==> src/rtl/mwdt_pkg.sv <==
package mwdt_pkg;

    typedef enum logic [1:0] {
        PWR_RUN   = 2'b00,
        PWR_IDLE  = 2'b01,
        PWR_SLEEP = 2'b10,
        PWR_RSVD  = 2'b11
    } pwr_e;

    typedef struct packed {
        logic on_sleep;
        logic on_clrwdt;
        logic on_lost;
        logic on_freq;
    } clr_req_t;

    typedef struct packed {
        logic fire;
        logic executing;
    } to_evt_t;

    function automatic logic is_executing(input pwr_e p);
        return p == PWR_RUN;
    endfunction

    function automatic logic freq_clear_ok(input logic wr, input logic fscm,
                                           input logic intosc);
        return wr & fscm & intosc;
    endfunction

    function automatic logic any_clear(input clr_req_t r);
        return r.on_sleep | r.on_clrwdt | r.on_lost | r.on_freq;
    endfunction

endpackage

==> src/rtl/mwdt_clear.sv <==
module mwdt_clear
    import mwdt_pkg::*;
(
    input  logic sleep_exec,
    input  logic clrwdt_exec,
    input  logic clk_lost,
    input  logic freq_wr,
    input  logic fscm_en,
    input  logic intosc_sel,
    output logic cnt_clr,
    output logic flag_clr
);

    clr_req_t req;

    always_comb begin
        req.on_sleep  = sleep_exec;
        req.on_clrwdt = clrwdt_exec;
        req.on_lost   = clk_lost;
        req.on_freq   = freq_clear_ok(freq_wr, fscm_en, intosc_sel);
        cnt_clr       = any_clear(req);
        flag_clr      = req.on_clrwdt;
    end

endmodule

==> src/rtl/mwdt_count.sv <==
module mwdt_count #(
    parameter int CNT_W   = 7,
    parameter int PS_LOG2 = 7
) (
    input  logic clk,
    input  logic rst,
    input  logic en,
    input  logic tick,
    input  logic clr,
    output logic rollover
);

    logic [CNT_W-1:0] cnt_q;
    logic             base_full;
    logic             ps_full;
    logic             step;

    assign base_full = &cnt_q;
    assign step      = en & tick & ~clr;
    assign rollover  = step & base_full & ps_full;

    always_ff @(posedge clk) begin
        if (rst || clr || !en) begin
            cnt_q <= '0;
        end else if (step) begin
            cnt_q <= cnt_q + 1'b1;
        end
    end

    generate
        if (PS_LOG2 > 0) begin : g_post
            logic [PS_LOG2-1:0] ps_q;
            assign ps_full = &ps_q;
            always_ff @(posedge clk) begin
                if (rst || clr || !en) begin
                    ps_q <= '0;
                end else if (step && base_full) begin
                    ps_q <= ps_q + 1'b1;
                end
            end
        end else begin : g_nopost
            assign ps_full = 1'b1;
        end
    endgenerate

endmodule

==> src/rtl/mwdt_action.sv <==
module mwdt_action
    import mwdt_pkg::*;
(
    input  logic    clk,
    input  logic    rst,
    input  to_evt_t evt,
    input  logic    flag_clr,
    output logic    wdt_rst_o,
    output logic    wake_o,
    output logic    to_flag
);

    always_ff @(posedge clk) begin
        if (rst) begin
            wdt_rst_o <= 1'b0;
            wake_o    <= 1'b0;
            to_flag   <= 1'b0;
        end else begin
            wdt_rst_o <= evt.fire & evt.executing;
            wake_o    <= evt.fire & ~evt.executing;
            if (evt.fire) begin
                to_flag <= 1'b1;
            end else if (flag_clr) begin
                to_flag <= 1'b0;
            end
        end
    end

endmodule

==> src/rtl/mode_wdt.sv <==
module mode_wdt
    import mwdt_pkg::*;
#(
    parameter int CNT_W   = 7,
    parameter int PS_LOG2 = 7
) (
    input  logic       clk,
    input  logic       rst,
    input  logic       lf_tick,
    input  logic       wdt_en,
    input  logic [1:0] pwr_state,
    input  logic       sleep_exec,
    input  logic       clrwdt_exec,
    input  logic       clk_lost,
    input  logic       freq_wr,
    input  logic       fscm_en,
    input  logic       intosc_sel,
    output logic       wdt_rst_o,
    output logic       wake_o,
    output logic       to_flag,
    output logic       lf_keep_on
);

    localparam int TOTAL_W = CNT_W + PS_LOG2;

    logic    cnt_clr;
    logic    flag_clr;
    logic    rollover;
    to_evt_t evt;

    initial begin
        if (CNT_W < 1 || PS_LOG2 < 0 || PS_LOG2 > 15 || TOTAL_W > 31) begin
            $error("mode_wdt: unsupported counter configuration");
        end
    end

    mwdt_clear u_clear (
        .sleep_exec  (sleep_exec),
        .clrwdt_exec (clrwdt_exec),
        .clk_lost    (clk_lost),
        .freq_wr     (freq_wr),
        .fscm_en     (fscm_en),
        .intosc_sel  (intosc_sel),
        .cnt_clr     (cnt_clr),
        .flag_clr    (flag_clr)
    );

    mwdt_count #(
        .CNT_W   (CNT_W),
        .PS_LOG2 (PS_LOG2)
    ) u_count (
        .clk      (clk),
        .rst      (rst),
        .en       (wdt_en),
        .tick     (lf_tick),
        .clr      (cnt_clr),
        .rollover (rollover)
    );

    always_comb begin
        evt.fire      = rollover;
        evt.executing = is_executing(pwr_e'(pwr_state));
    end

    mwdt_action u_action (
        .clk       (clk),
        .rst       (rst),
        .evt       (evt),
        .flag_clr  (flag_clr),
        .wdt_rst_o (wdt_rst_o),
        .wake_o    (wake_o),
        .to_flag   (to_flag)
    );

    assign lf_keep_on = wdt_en | fscm_en;

endmodule

==> config.mk <==
export PLATFORM = sky130hd
export DESIGN_NAME = mode_wdt
export DESIGN_NICKNAME = d
export VERILOG_FILES = /design/src/rtl/mwdt_pkg.sv /design/src/rtl/mwdt_clear.sv /design/src/rtl/mwdt_count.sv /design/src/rtl/mwdt_action.sv /design/src/rtl/mode_wdt.sv
export SDC_FILE = /design/constraint.sdc
export NUM_CORES = 1
export LEC_CHECK = 0
export ABC_AREA = 1
export BUFFER_PORTS_ARGS = -buffer_cell sky130_fd_sc_hd__buf_2
export CELL_PAD_IN_SITES_DETAIL_PLACEMENT = 1
export CELL_PAD_IN_SITES_GLOBAL_PLACEMENT = 1
export CORE_UTILIZATION = 42
export CTS_CLUSTER_SIZE = 20
export DETAILED_ROUTE_END_ITERATION = 10
export MAX_ROUTING_LAYER = met4
export PLACE_DENSITY = 0.85
export SETUP_SLACK_MARGIN = 0.5
export SYNTH_ARGS = -nofsm -noshare
export SYNTH_HDL_FRONTEND = slang
export SYNTH_SLANG_ARGS = --single-unit
==> constraint.sdc <==
create_clock -name clk -period 1.95 [get_ports clk]
set_input_delay 0.195 -clock clk [delete_from_list [all_inputs] [get_ports clk]]
set_output_delay 0.195 -clock clk [all_outputs]
set_load 0.02 [all_outputs]
# Word level (Yosys, flattened, before mapping)
# Index checks and enable logic that the tools add are counted.
[totals]
register_bits = 17
input_bits = 12
output_inout_bits = 4
elab_cells = 31
[op_classes]
add_sub_neg = 2
mux = 2
n_bitwise = 14
n_reduce_logical = 8
[op_table]
columns = ["operator", "n"]
rows = [
  ["$add 7x1->7 const B", 2],
  ["$reduce_and 7->1", 2],
  ["$and 1x1->1", 8],
  ["$or 1x1->1", 4],
  ["$logic_not 2->1", 1],
  ["$logic_or 1x1->1", 2],
  ["$mux 1", 2],
  ["$not 1->1", 2],
  ["$reduce_bool 2->1", 1],
  ["$logic_and 1x1->1", 1],
  ["$logic_not 1->1", 1],
]

# Depth between registers and ports, before layout
# Gate-level depths: netlist of the first run.
[logic_depth]
ltp_word = 8
ltp_mapped = 8
ltp_nobuf = 8

# Cells and area by module
# From an unflattened synthesis of the first run, not the netlist that was laid out.
[unflattened]
hier_cells = 138
hier_area_um2 = 942.2
[by_module_without_submodules]
columns = ["module", "instances", "cells_each", "area_per_inst_um2", "seq_area_each_um2"]
rows = [
  ["mwdt_count", 1, 118, 805.8, 280.3],
  ["mwdt_action", 1, 11, 96.3, 60.1],
  ["mwdt_clear", 1, 5, 25.0, 0.0],
  ["mode_wdt", 1, 4, 15.0, 0.0],
]

# Worst setup path after synthesis of the first run
# Ideal clock, no wire load.
[synth_path]
path_kind = "register to register"
from = "reg u_count.cnt_q[0]"
to = "reg u_action.wake_o"
setup_ns = 0.063
arrival_ns = 1.181
t_required_ns = 1.887
path_slack_ns = 0.706
stages_incl_launch_ff = 8
n_path_buf = 0
period_less_slack_ns = 1.244
cell_sequence = "dfxtp_1 ha_1 nand2_2 nor2_4 nand2_4 nor2_8 nand4_4 nor2_2"
[synth_between]
elab_chain_len = 4
[synth_rtl]
columns = ["element", "line_no", "text"]
rows = [
  ["start: declaration", "mwdt_count.sv:13", "logic [CNT_W-1:0] cnt_q;"],
  ["start signal: assignment", "mwdt_count.sv:26", "cnt_q <= cnt_q + 1'b1;"],
  ["$reduce_and 7->1", "mwdt_count.sv:18", "assign base_full = &cnt_q;"],
  ["$and 1x1->1 (2 in series)", "mwdt_count.sv:20", "assign rollover = step & base_full & ps_full;"],
  ["$and 1x1->1", "mwdt_action.sv:20", "wake_o <= evt.fire & ~evt.executing;"],
  ["end signal: assignment", "mwdt_action.sv:20", ""],
  ["end: declaration", "mwdt_action.sv:9", "output logic wake_o,"],
]
# Every way passes these cells.
# A chain may end at the register's enable or synchronous reset.

# Worst setup path after layout of the first run
[layout_path]
from = "reg u_count.cnt_q[1]"
to = "reg u_count.g_post.ps_q[0]"
[layout_between]
elab_chain_len = 2
[layout_rtl]
columns = ["element", "line_no", "text"]
rows = [
  ["$reduce_and 7->1", "mwdt_count.sv:18", ""],
  ["$logic_and 1x1->1", "mwdt_count.sv:37", "end else if (step && base_full) begin"],
  ["end signal: assignment", "mwdt_count.sv:38", "ps_q <= ps_q + 1'b1;"],
  ["end: declaration", "mwdt_count.sv:32", "logic [PS_LOG2-1:0] ps_q;"],
]
# Every way passes these cells.

==> impl_metrics.yaml, run 1 <==
logic_synthesis:
  synth_compound_area_share_pct: 7.83
  syn_inst: 128
  synth_seq_cells: 17
  syn_area_per_cell_um2: 7.49
  synth_fa_ha_area_share_pct: 2.61
  synth_mux_area_share_pct: 0
  synth_xor_area_share_pct: 3.66
  ys_seq_area_share_pct: 35.5
  ys_types: 25
  synth_top_family_by_area: "simple AND/OR/NAND/NOR gates"
  synth_top_area_cell: "dfxtp_1"
  ys_warn_count: 0
  synth_common_cells: "nand2_1 (36), inv_1 (19), dfxtp_1 (17)"
  synth-simple-area-share_pct: 42.6
  yosysTopAreaCellShare_pct: 35.5
  netlist_area_um2: 958
  synth_edf_count: 0
  synth_nets: 142
  synthArstFlopShare_pct: 0
  yosysMostFrequentCell: "nand2_1"
  ys.flop_type: "dfxtp_1"
  synth_area_leaders: "dfxtp_1 (36%), nand2_1 (14%), inv_1 (7.4%), a21oi_1 (5.7%), nand4_4 (4.4%)"
placed_design:
  port_buffers: 15
  gp_congestion: 0.782
  hpwl_um: 1710
  dp_cells: 170
hold_path:
  hold_path_class: "in2reg"
sta:
  slew_headroom_pct: 81.4
  tns_ns: 0
  tightest_slew_ns: 0.278
  fin_skew_ns: 0.00866
  period_share_pct: 71.6
  finalMaxSlewViolations: 0
  hold_violations: 0
  clock.fmax_mhz: 717
  period_needed_ns: 1.40
  rsz0062_at_grt: "false"
  setup_viol: 0
setup_path:
  critical_path_class: "reg2reg"
  cp.required_ns: 2.15
  worst_setup_path_start_kind: "flip-flop"
  worst_ep_arrival_time_ns: 1.60
  endpoint_kind: "flip-flop"
  cp_max_fo: 8
clock_network:
  cts_tree: "yes"
  clk_pin_slew_ns: 0.11
  htree_levels: 1
  clock_path_buffers: 2
  clock-sinks: 17
  insertion_delay_ns: 0.29
  cts_made_buffers: 3
  clock-root-buffer: "clkbuf_4"
power_and_ir_drop:
  power.switching_mw: 0.141
  seqPwrFrac_pct: 59.9
  p_leak_nw: 0.492
  p_int_mw: 0.436
  combinationalPowerShare_pct: 6.4
  power_frac_clock_pct: 33.7
  switching_share_pct: 24.4
  p_per_area_nw_per_um2: 522
  peakVddDrop_mv: 0.323
layout:
  fin_cells: 174
  num_antenna_cells: 0
  drive_above_1_share_pct: 26.5
  layout.nets: 162
  syn_to_final_growth_pct: 15.4
die:
  fp-row-count: 16
  die_w_um: 49.8
  pin_count: 16
  floorplan.initialDensity_pct: 46.5
  die_h_um: 49.8
  die_area_um2: 2480
  core_um2: 2060
drt:
  num_vias: 874
  wl_met1_um: 961
  wl_per_cell_um: 12.6
  drt_iter0_drc: 6
  dr_wl_met3_um: 91
  firstDrtPassIters: 2
  drt-total-wl_um: 2190
  highest_layer: "met4"
  wl_met2_um: 1070
  via_per_inst: 5.02
  drc_errors: 0
  ant_nets: 0
global_routing:
  grt_pass1_vias: 871
  grt_overflow: 0
  grt_pass1_wl_um: 3770
  grt_util_all_layers_pct: 20.7
  grt_max_degree: 11
  antenna_found_initial: 0
job:
  drv_cap: 0
status:
  status: "finished, final reports clean"
==> registers in the layout, summed over array words and instances (netlist names) <==
register,cells
u_action.wake_o,1
u_count.g_post.ps_q,7
u_count.cnt_q,7
u_action.to_flag,1
u_action.wdt_rst_o,1
==> worst paths after layout <==
check	from	endpoint	slack, ns	depth (start not counted)
max	u_count.cnt_q[1]	u_count.g_post.ps_q[0]	0.55	6
min	pwr_state[0]	u_action.wake_o	0.14	3
max reg2reg	u_count.cnt_q[1]	u_count.g_post.ps_q[0]	0.55	6
min reg2reg	u_action.to_flag	u_action.to_flag	0.49	2
==> kinds of logic after synthesis <==
| group | after synthesis |
|---|---|
| flops | 17 |
| simple gates | 70 |
| fa+ha+maj | 2 |
| xor+xnor | 4 |
| buf+inv | 20 |
| compound gates | 15 |
==> cell usage in the layout, fill, tap and decap left out <==
| cell | instances |
|---|---|
| nand2_4 | 1 |
| dfxtp_1 | 16 |
| nand4_1 | 2 |
| nor2_1 | 9 |
| nand3_1 | 5 |
| nand4_4 | 2 |
| inv_1 | 19 |
| xor2_1 | 2 |
| nand3_2 | 1 |
| nor2_2 | 2 |
| ha_2 | 1 |
| clkinv_2 | 1 |
| a21oi_1 | 11 |
| buf_2 | 15 |
| o21ai_0 | 1 |
| xnor2_1 | 2 |
| nor2_8 | 1 |
| nand3b_1 | 1 |
| o21ai_1 | 3 |
| ha_1 | 1 |
| nor2_4 | 3 |
| inv_2 | 1 |
| nor3_2 | 1 |
| nand2_1 | 36 |
| or2_2 | 1 |
| dfxtp_4 | 1 |
| nand3_4 | 1 |
| clkbuf_4 | 3 |
| nor3_4 | 1 |
| nand2_2 | 3 |
==> power groups by stage <==
| stage | Combinational (mW) | Sequential (mW) | Clock, mW |
|---|---|---|---|
| floorplan | 0.0202 | 0.355 | 0 |
| global placement | 0.0359 | 0.355 | 0 |
| detailed placement | 0.0373 | 0.355 | 0 |
| CTS | 0.0375 | 0.347 | 0.204 |
| global route | 0.0404 | 0.346 | 0.222 |
| finish | 0.0369 | 0.346 | 0.195 |
==> repair_timing <==
action / in CTS / in global routing
buffers inserted: 0 / 0
pin swaps: 0 / 1
hold buffers: 0 / 0
setup endpoints to repair: 8 / 11
resized for setup: 1 / 3
==> worst max-delay path, cell delays in order (launching register included) <==
cell	delay, ns
dfxtp_1	0.38
ha_2	0.21
nand2_2	0.11
nor3_2	0.26
nand2_2	0.17
nor2_1	0.13
nor2_1	0.05
==> cell type report <==
cell class | count | area (um^2)
Tap cell | 27 | 33.8
Inverter | 20 | 75.1
Fill cell | 273 | 956
Multi-Input combinational cell | 91 | 551
Sequential cell | 17 | 344
Clock inverter | 1 | 5.00
Clock buffer | 3 | 22.5
Timing Repair Buffer | 15 | 75.1
==> routing by layer <==
layer / global-route usage [%] / vias up
li1: - / 438
met1: 24.5 / 404
met2: 33.3 / 26
met3: 5.56 / 6
met4: 8.10 / 0
met5: - / -
==> per-stage QoR <==
step	cell area (um^2)	setup slack, ns	hold slack [ns]	util, %	total power [mW]
CTS	1100	0.513	0.142	53.3	0.588
detailed placement	1070	0.500	0.450	51.8	0.392
finish	1110	0.554	0.144	53.6	0.577
global placement	1070	0.626	0.437	51.8	0.391
floorplan	958	0.706	0.343	-	0.375
global route	1110	0.504	0.138	53.6	0.608
Power figures use the tool's default switching activity.
==> inputs of run 2 (changes only) <==
--- a/config.mk
+++ b/config.mk
@@ -5,15 +5,15 @@
 export SDC_FILE = /design/constraint.sdc
 export NUM_CORES = 1
 export LEC_CHECK = 0
-export ABC_AREA = 1
+export ABC_AREA = 0
 export BUFFER_PORTS_ARGS = -buffer_cell sky130_fd_sc_hd__buf_2
 export CELL_PAD_IN_SITES_DETAIL_PLACEMENT = 1
 export CELL_PAD_IN_SITES_GLOBAL_PLACEMENT = 1
-export CORE_UTILIZATION = 42
+export CORE_UTILIZATION = 39
 export CTS_CLUSTER_SIZE = 20
 export DETAILED_ROUTE_END_ITERATION = 10
 export MAX_ROUTING_LAYER = met4
-export PLACE_DENSITY = 0.85
+export PLACE_DENSITY = 0.79
 export SETUP_SLACK_MARGIN = 0.5
 export SYNTH_ARGS = -nofsm -noshare
 export SYNTH_HDL_FRONTEND = slang
==> constraint.sdc (replaced) <==
create_clock -name clk -period 1.3 [get_ports clk]
set_input_delay 0.13 -clock clk [delete_from_list [all_inputs] [get_ports clk]]
set_output_delay 0.13 -clock clk [all_outputs]
set_load 0.02 [all_outputs]
==> run 2 against run 1 <==
Effect of this change: the flow now finishes with violations (negative hold slack, negative setup slack); combinational power up 86%; critical path depth down 1; via count increased by 6.2%; critical path type unchanged.
==> impl_metrics.yaml, run 2 <==
status:
  status: "finished with violations"
  violations: "negative hold slack, negative setup slack"
logic_synthesis:
  synth_area_leaders: "dfxtp_1 (43%), a21oi_1 (6.3%), or4_1 (4.7%), nand4_1 (3.9%), nand3_1 (3.8%)"
  synth_seq_cells: 17
  yosysMostFrequentCell: "dfxtp_1"
  netlist_area_um2: 800
  ys_seq_area_share_pct: 42.6
  synth_common_cells: "dfxtp_1 (17), a21oi_1 (10), nand3_1 (6), nor2_1 (6)"
  syn_area_per_cell_um2: 9.19
  synth_top_area_cell: "dfxtp_1"
  synth_nets: 101
  ys_types: 29
  yosysTopAreaCellShare_pct: 42.6
  ys.flop_type: "dfxtp_1"
  synth_edf_count: 0
  syn_inst: 87
  ys_warn_count: 0
  synthArstFlopShare_pct: 0
power_and_ir_drop:
  peakVddDrop_mv: 0.488
  p_per_area_nw_per_um2: 695
  p_leak_nw: 0.461
layout:
  layout.nets: 139
  drive_above_1_share_pct: 66.9
  final_common_cell: "buf_4"
  num_antenna_cells: 0
  fin_cells: 151
  final_cell_mix: "buf_4 (15), buf_6 (11), dfxtp_2 (10)"
  num-fill-cells: 214
  multi_input_area_um2: 584
  syn_to_final_growth_pct: 60.6
  regArea_um2: 353
  reg_top3: "u_count.cnt_q: 7 flops, u_count.g_post.ps_q: 7 flops"
setup_path:
  crit_chain: "ha_4 -> and4_4 -> nand2_4 -> or4_1 -> a21oi_1"
  cp.required_ns: 1.53
  crit_slowest_cell: "or4_1"
  critical_path_class: "reg2reg"
  slowest_delay_ns: 0.43
  r2r_start: "u_count.cnt_q[1]"
  timing.rr.end: "u_count.g_post.ps_q[6]"
  worst_setup_path_start_kind: "flip-flop"
  reg2reg_slack_ns: -0.17
  critPathTopFamily: "simple AND/OR/NAND/NOR gates"
  crit_start: "u_count.cnt_q[1]"
  reg2reg_depth: 5
  endpoint_kind: "flip-flop"
  path_buf_inv: 0
  worst_ep_arrival_time_ns: 1.71
  cp_max_fo: 6
drt:
  drc_errors: 0
  num_vias: 928
  wl_per_cell_um: 23.5
  via_per_inst: 6.15
  drt_iter0_drc: 19
  ant_nets: 0
  drt-total-wl_um: 3550
  firstDrtPassIters: 4
hold_path:
  min_from: "pwr_state[1]"
  hold_path_class: "in2reg"
  whs_path_depth: 2
  hold_end: "u_action.wdt_rst_o"
sta:
  hold_violations: 1
  finalMaxSlewViolations: 0
  slew_headroom_pct: 71.2
  setup_ws_ns: -0.174
  hold_slack_ns: -0.00886
  rsz0062_at_grt: "true"
  clock.fmax_mhz: 679
  tns_ns: -1.14
  setup_viol: 12
  tightest_slew_ns: 0.428
  period_share_pct: 113
  fin_skew_ns: 0.00333
  period_needed_ns: 1.47
clock_network:
  clock-root-buffer: "clkbuf_4"
  clock-sinks: 17
  cts_tree: "yes"
  clk_pin_slew_ns: 0.11
  htree_levels: 1
  insertion_delay_ns: 0.30
  cts_made_buffers: 3
  clock_path_buffers: 2
die:
  fp-row-count: 16
  floorplan.initialDensity_pct: 41.2
  pin_count: 16
  die_h_um: 47.3
  die_w_um: 47.3
  core_um2: 1940
  die_area_um2: 2230
placed_design:
  port_buffers: 15
  dp_cells: 143
  pre_cts_slack_ns: -0.253
  gp_congestion: 0.751
  hpwl_um: 1590
global_routing:
  grt_overflow: 0
  antenna_found_initial: 0
  grt_pass1_wl_um: 4510
  grt_util_all_layers_pct: 31.4
  grt_max_degree: 15
  grt_pass1_vias: 902
job:
  drv_cap: 0
[run 2: how the worst max path moves through the flow]
stage	endpoint	slack [ns]	cells past startpoint
after floorplan	u_count.g_post.ps_q[4]	-0.11	5
after global placement	u_count.g_post.ps_q[6]	-0.20	5
after detailed placement	u_count.g_post.ps_q[6]	-0.25	5
after CTS	u_action.wdt_rst_o	-0.12	5
after global routing	u_count.g_post.ps_q[6]	-0.22	5
final	u_count.g_post.ps_q[6]	-0.17	5
[run 2: routing by layer]
layer | global-route usage, % | vias to the layer above | share of wire (%)
met5 | - | - | 0
met3 | 8.46 | 18 | 7.3
met1 | 35.5 | 443 | 38
li1 | - | 406 | -
met4 | 15.4 | 0 | 3.5
met2 | 50.4 | 61 | 51
[run 2: cell families after synthesis]
family          Yosys count  synth area share [%]
xor+xnor                  4                  4.38
fa+ha+maj                 2                  3.13
compound gates           18                  12.5
simple gates             42                  33.8
buf+inv                   3                  2.35
mux                       1                  1.25
flops                    17                  42.6
[run 2: what timing repair did]
action                                  CTS  global route
cloned                                    0             1
gates resized for setup                  26            31
endpoints found under the setup margin   21            21
pin swaps                                12            10
endpoints found under the hold margin     1             1
buffers inserted                          1             2
[run 2: area by class of cell]
type                            count  share of cell area (%)
Multi-Input combinational cell     67                    45.5
Clock buffer                        3                    1.75
Sequential cell                    17                    27.5
Timing Repair Buffer               35                    21.9
Inverter                            1                   0.292
Clock inverter                      1                   0.390
Tap cell                           27                    2.63
[run 2: per-stage QoR]
| stage | area, um^2 | utilization (%) | hold slack (ns) | power, mW |
|---|---|---|---|---|
| 2_1_floorplan | 835 | - | 0.192 | 0.550 |
| 3_3_place_gp | 1040 | 53.5 | 0.313 | 0.579 |
| 3_5_place_dp | 1040 | 53.5 | 0.316 | 0.580 |
| 4_1_cts | 1160 | 59.6 | -0.00127 | 0.874 |
| 5_1_grt | 1280 | 66.1 | 0.00626 | 0.918 |
| 6_report | 1280 | 66.1 | -0.00886 | 0.893 |
[run 2: power breakdown]
group	total, mW	switching [mW]	internal (mW)
Sequential	0.520	0.0000288	0.520
Clock	0.304	0.189	0.115
Combinational	0.0688	0.0359	0.0328
==> inputs of run 3 (changes only) <==
--- a/config.mk
+++ b/config.mk
@@ -7,7 +7,7 @@
 export LEC_CHECK = 0
 export ABC_AREA = 0
 export BUFFER_PORTS_ARGS = -buffer_cell sky130_fd_sc_hd__buf_2
-export CELL_PAD_IN_SITES_DETAIL_PLACEMENT = 1
+export CELL_PAD_IN_SITES_DETAIL_PLACEMENT = 0
 export CELL_PAD_IN_SITES_GLOBAL_PLACEMENT = 1
 export CORE_UTILIZATION = 39
 export CTS_CLUSTER_SIZE = 20
==> run 3 against run 2 <==
Effect of this change: the flow finishes with violations (negative setup slack); wire length is 41% lower; non-clock buffer count stayed put; sequential power hardly changed; register-to-register slack better by 0.03 ns; power is 0.92% lower; clock skew is 0.0022 ns lower; setup slack better by 0.031 ns; hold slack better by 0.023 ns; first-iteration DRC count stayed put; clock power hardly changed; largest cell class unchanged; highest routed layer unchanged.
==> impl_metrics.yaml, run 3 (synthesis gave the netlist of run 2 again) <==
placed_design:
  hpwl_um: 1340
  gp_congestion: 0.751
  place_area_um2: 1040
  dp_cells: 143
  port_buffers: 15
power_and_ir_drop:
  p_per_area_nw_per_um2: 692
  p_leak_nw: 0.445
  peakVddDrop_mv: 0.393
sta:
  rsz0062_at_grt: "true"
  setup_ws_ns: -0.142
  slew_headroom_pct: 79.7
  period_needed_ns: 1.44
  fin_skew_ns: 0.00110
  finalMaxSlewViolations: 0
  hold_slack_ns: 0.0145
  tns_ns: -0.774
  setup_viol: 11
  period_share_pct: 111
  tightest_slew_ns: 0.302
  hold_violations: 0
  clock.fmax_mhz: 693
layout:
  num_antenna_cells: 0
  drive_above_1_share_pct: 61.3
  syn_to_final_growth_pct: 59.9
  layout.nets: 139
  reg_top3: "u_count.cnt_q: 7 flops, u_count.g_post.ps_q: 7 flops"
  final_util_pct: 65.9
  fin_area_um2: 1280
  final_cell_mix: "buf_6 (13), buf_4 (13), dfxtp_2 (10)"
  fin_cells: 151
drt:
  wl_met2_um: 1060
  wl_met1_um: 900
  drt-total-wl_um: 2090
  highest_layer: "met4"
  num_vias: 830
  drc_errors: 0
  dr_wl_met3_um: 100
  via_per_inst: 5.50
  ant_nets: 0
  wl_per_cell_um: 13.8
  firstDrtPassIters: 6
  drt_iter0_drc: 19
setup_path:
  worst_ep_arrival_time_ns: 1.68
  crit_chain: "ha_4 -> and4_1 -> nand2_2 -> or4_4 -> a21oi_2"
  critical_path_class: "reg2reg"
  crit_slowest_cell: "or4_4"
  cp_max_fo: 6
  critPathTopFamily: "simple AND/OR/NAND/NOR gates"
  slowest_delay_ns: 0.43
  endpoint_kind: "flip-flop"
  worst_setup_path_start_kind: "flip-flop"
  cp.required_ns: 1.54
  path_buf_inv: 0
global_routing:
  grt_overflow: 0
  grt_pass1_wl_um: 3080
  grt_pass1_vias: 756
  grt_util_all_layers_pct: 20.5
  antenna_found_initial: 0
  grt_max_degree: 15
status:
  status: "finished with violations"
  violations: "negative setup slack"
clock_network:
  clock_path_buffers: 2
  clock-sinks: 17
  cts_tree: "yes"
  htree_levels: 1
  clock-root-buffer: "clkbuf_4"
  insertion_delay_ns: 0.30
  clk_pin_slew_ns: 0.11
  cts_made_buffers: 3
hold_path:
  hold_path_class: "in2reg"
die:
  fp-row-count: 16
  die_h_um: 47.3
  core_um2: 1940
  pin_count: 16
  die_w_um: 47.3
  die_area_um2: 2230
  floorplan.initialDensity_pct: 41.2
job:
  drv_cap: 0
-- run 3: cell type report --
cell class | instances | area [um^2]
fill | 163 | 663
sequential | 17 | 357
tap | 27 | 33.8
clock inverter | 1 | 5.00
clock buffer | 3 | 22.5
timing repair buffer | 35 | 289
inverter | 1 | 3.75
multi-input combinational | 67 | 568
-- run 3: repair_timing --
item	4_1_cts	5_1_grt
pin swaps	16	4
hold endpoints to repair	1	0
gates resized for setup	30	20
setup endpoints to repair	20	21
gates cloned	0	0
buffers inserted	3	1
-- run 3: worst register-to-register path: cells and delay by family, from the launching register on --
kind,cells,cell delay (ns)
adder cells (fa/ha/maj),1,0.14
AO/OA/AOI/OAI,1,0.13
flip-flops,1,0.39
AND/OR/NAND/NOR,3,0.73
-- run 3: power by group --
group / total, mW / internal [mW] / leakage, nW / switching, mW
logic: 0.0637 / 0.0326 / 0.284 / 0.0312
registers: 0.518 / 0.518 / 0.143 / 0.0000403
clock network: 0.303 / 0.115 / 0.0177 / 0.188
total: 0.885 / 0.665 / 0.445 / 0.219
-- run 3: final timing paths --
kind                                from  depth (start not counted)  slack (ns)                      to
hold reg to reg   u_count.g_post.ps_q[6]                          2        0.49  u_count.g_post.ps_q[6]
hold / removal              pwr_state[0]                          2        0.01      u_action.wdt_rst_o
setup reg to reg        u_count.cnt_q[0]                          5       -0.14  u_count.g_post.ps_q[4]
setup / recovery        u_count.cnt_q[0]                          5       -0.14  u_count.g_post.ps_q[4]
-- run 3: routing by layer --
metal  GRT usage [%]  up-vias
met2            35.1       24
met3            4.62        4
li1                -      404
met4            9.14        0
met1            22.5      398
met5               -        -
-- run 3: stage by stage --
stage               total power, mW  setup slack, ns
global route                  0.914           -0.161
finish                        0.885           -0.142
detailed placement            0.579           -0.250
global placement              0.579           -0.201
CTS                           0.879          -0.0798
floorplan                     0.550           -0.110
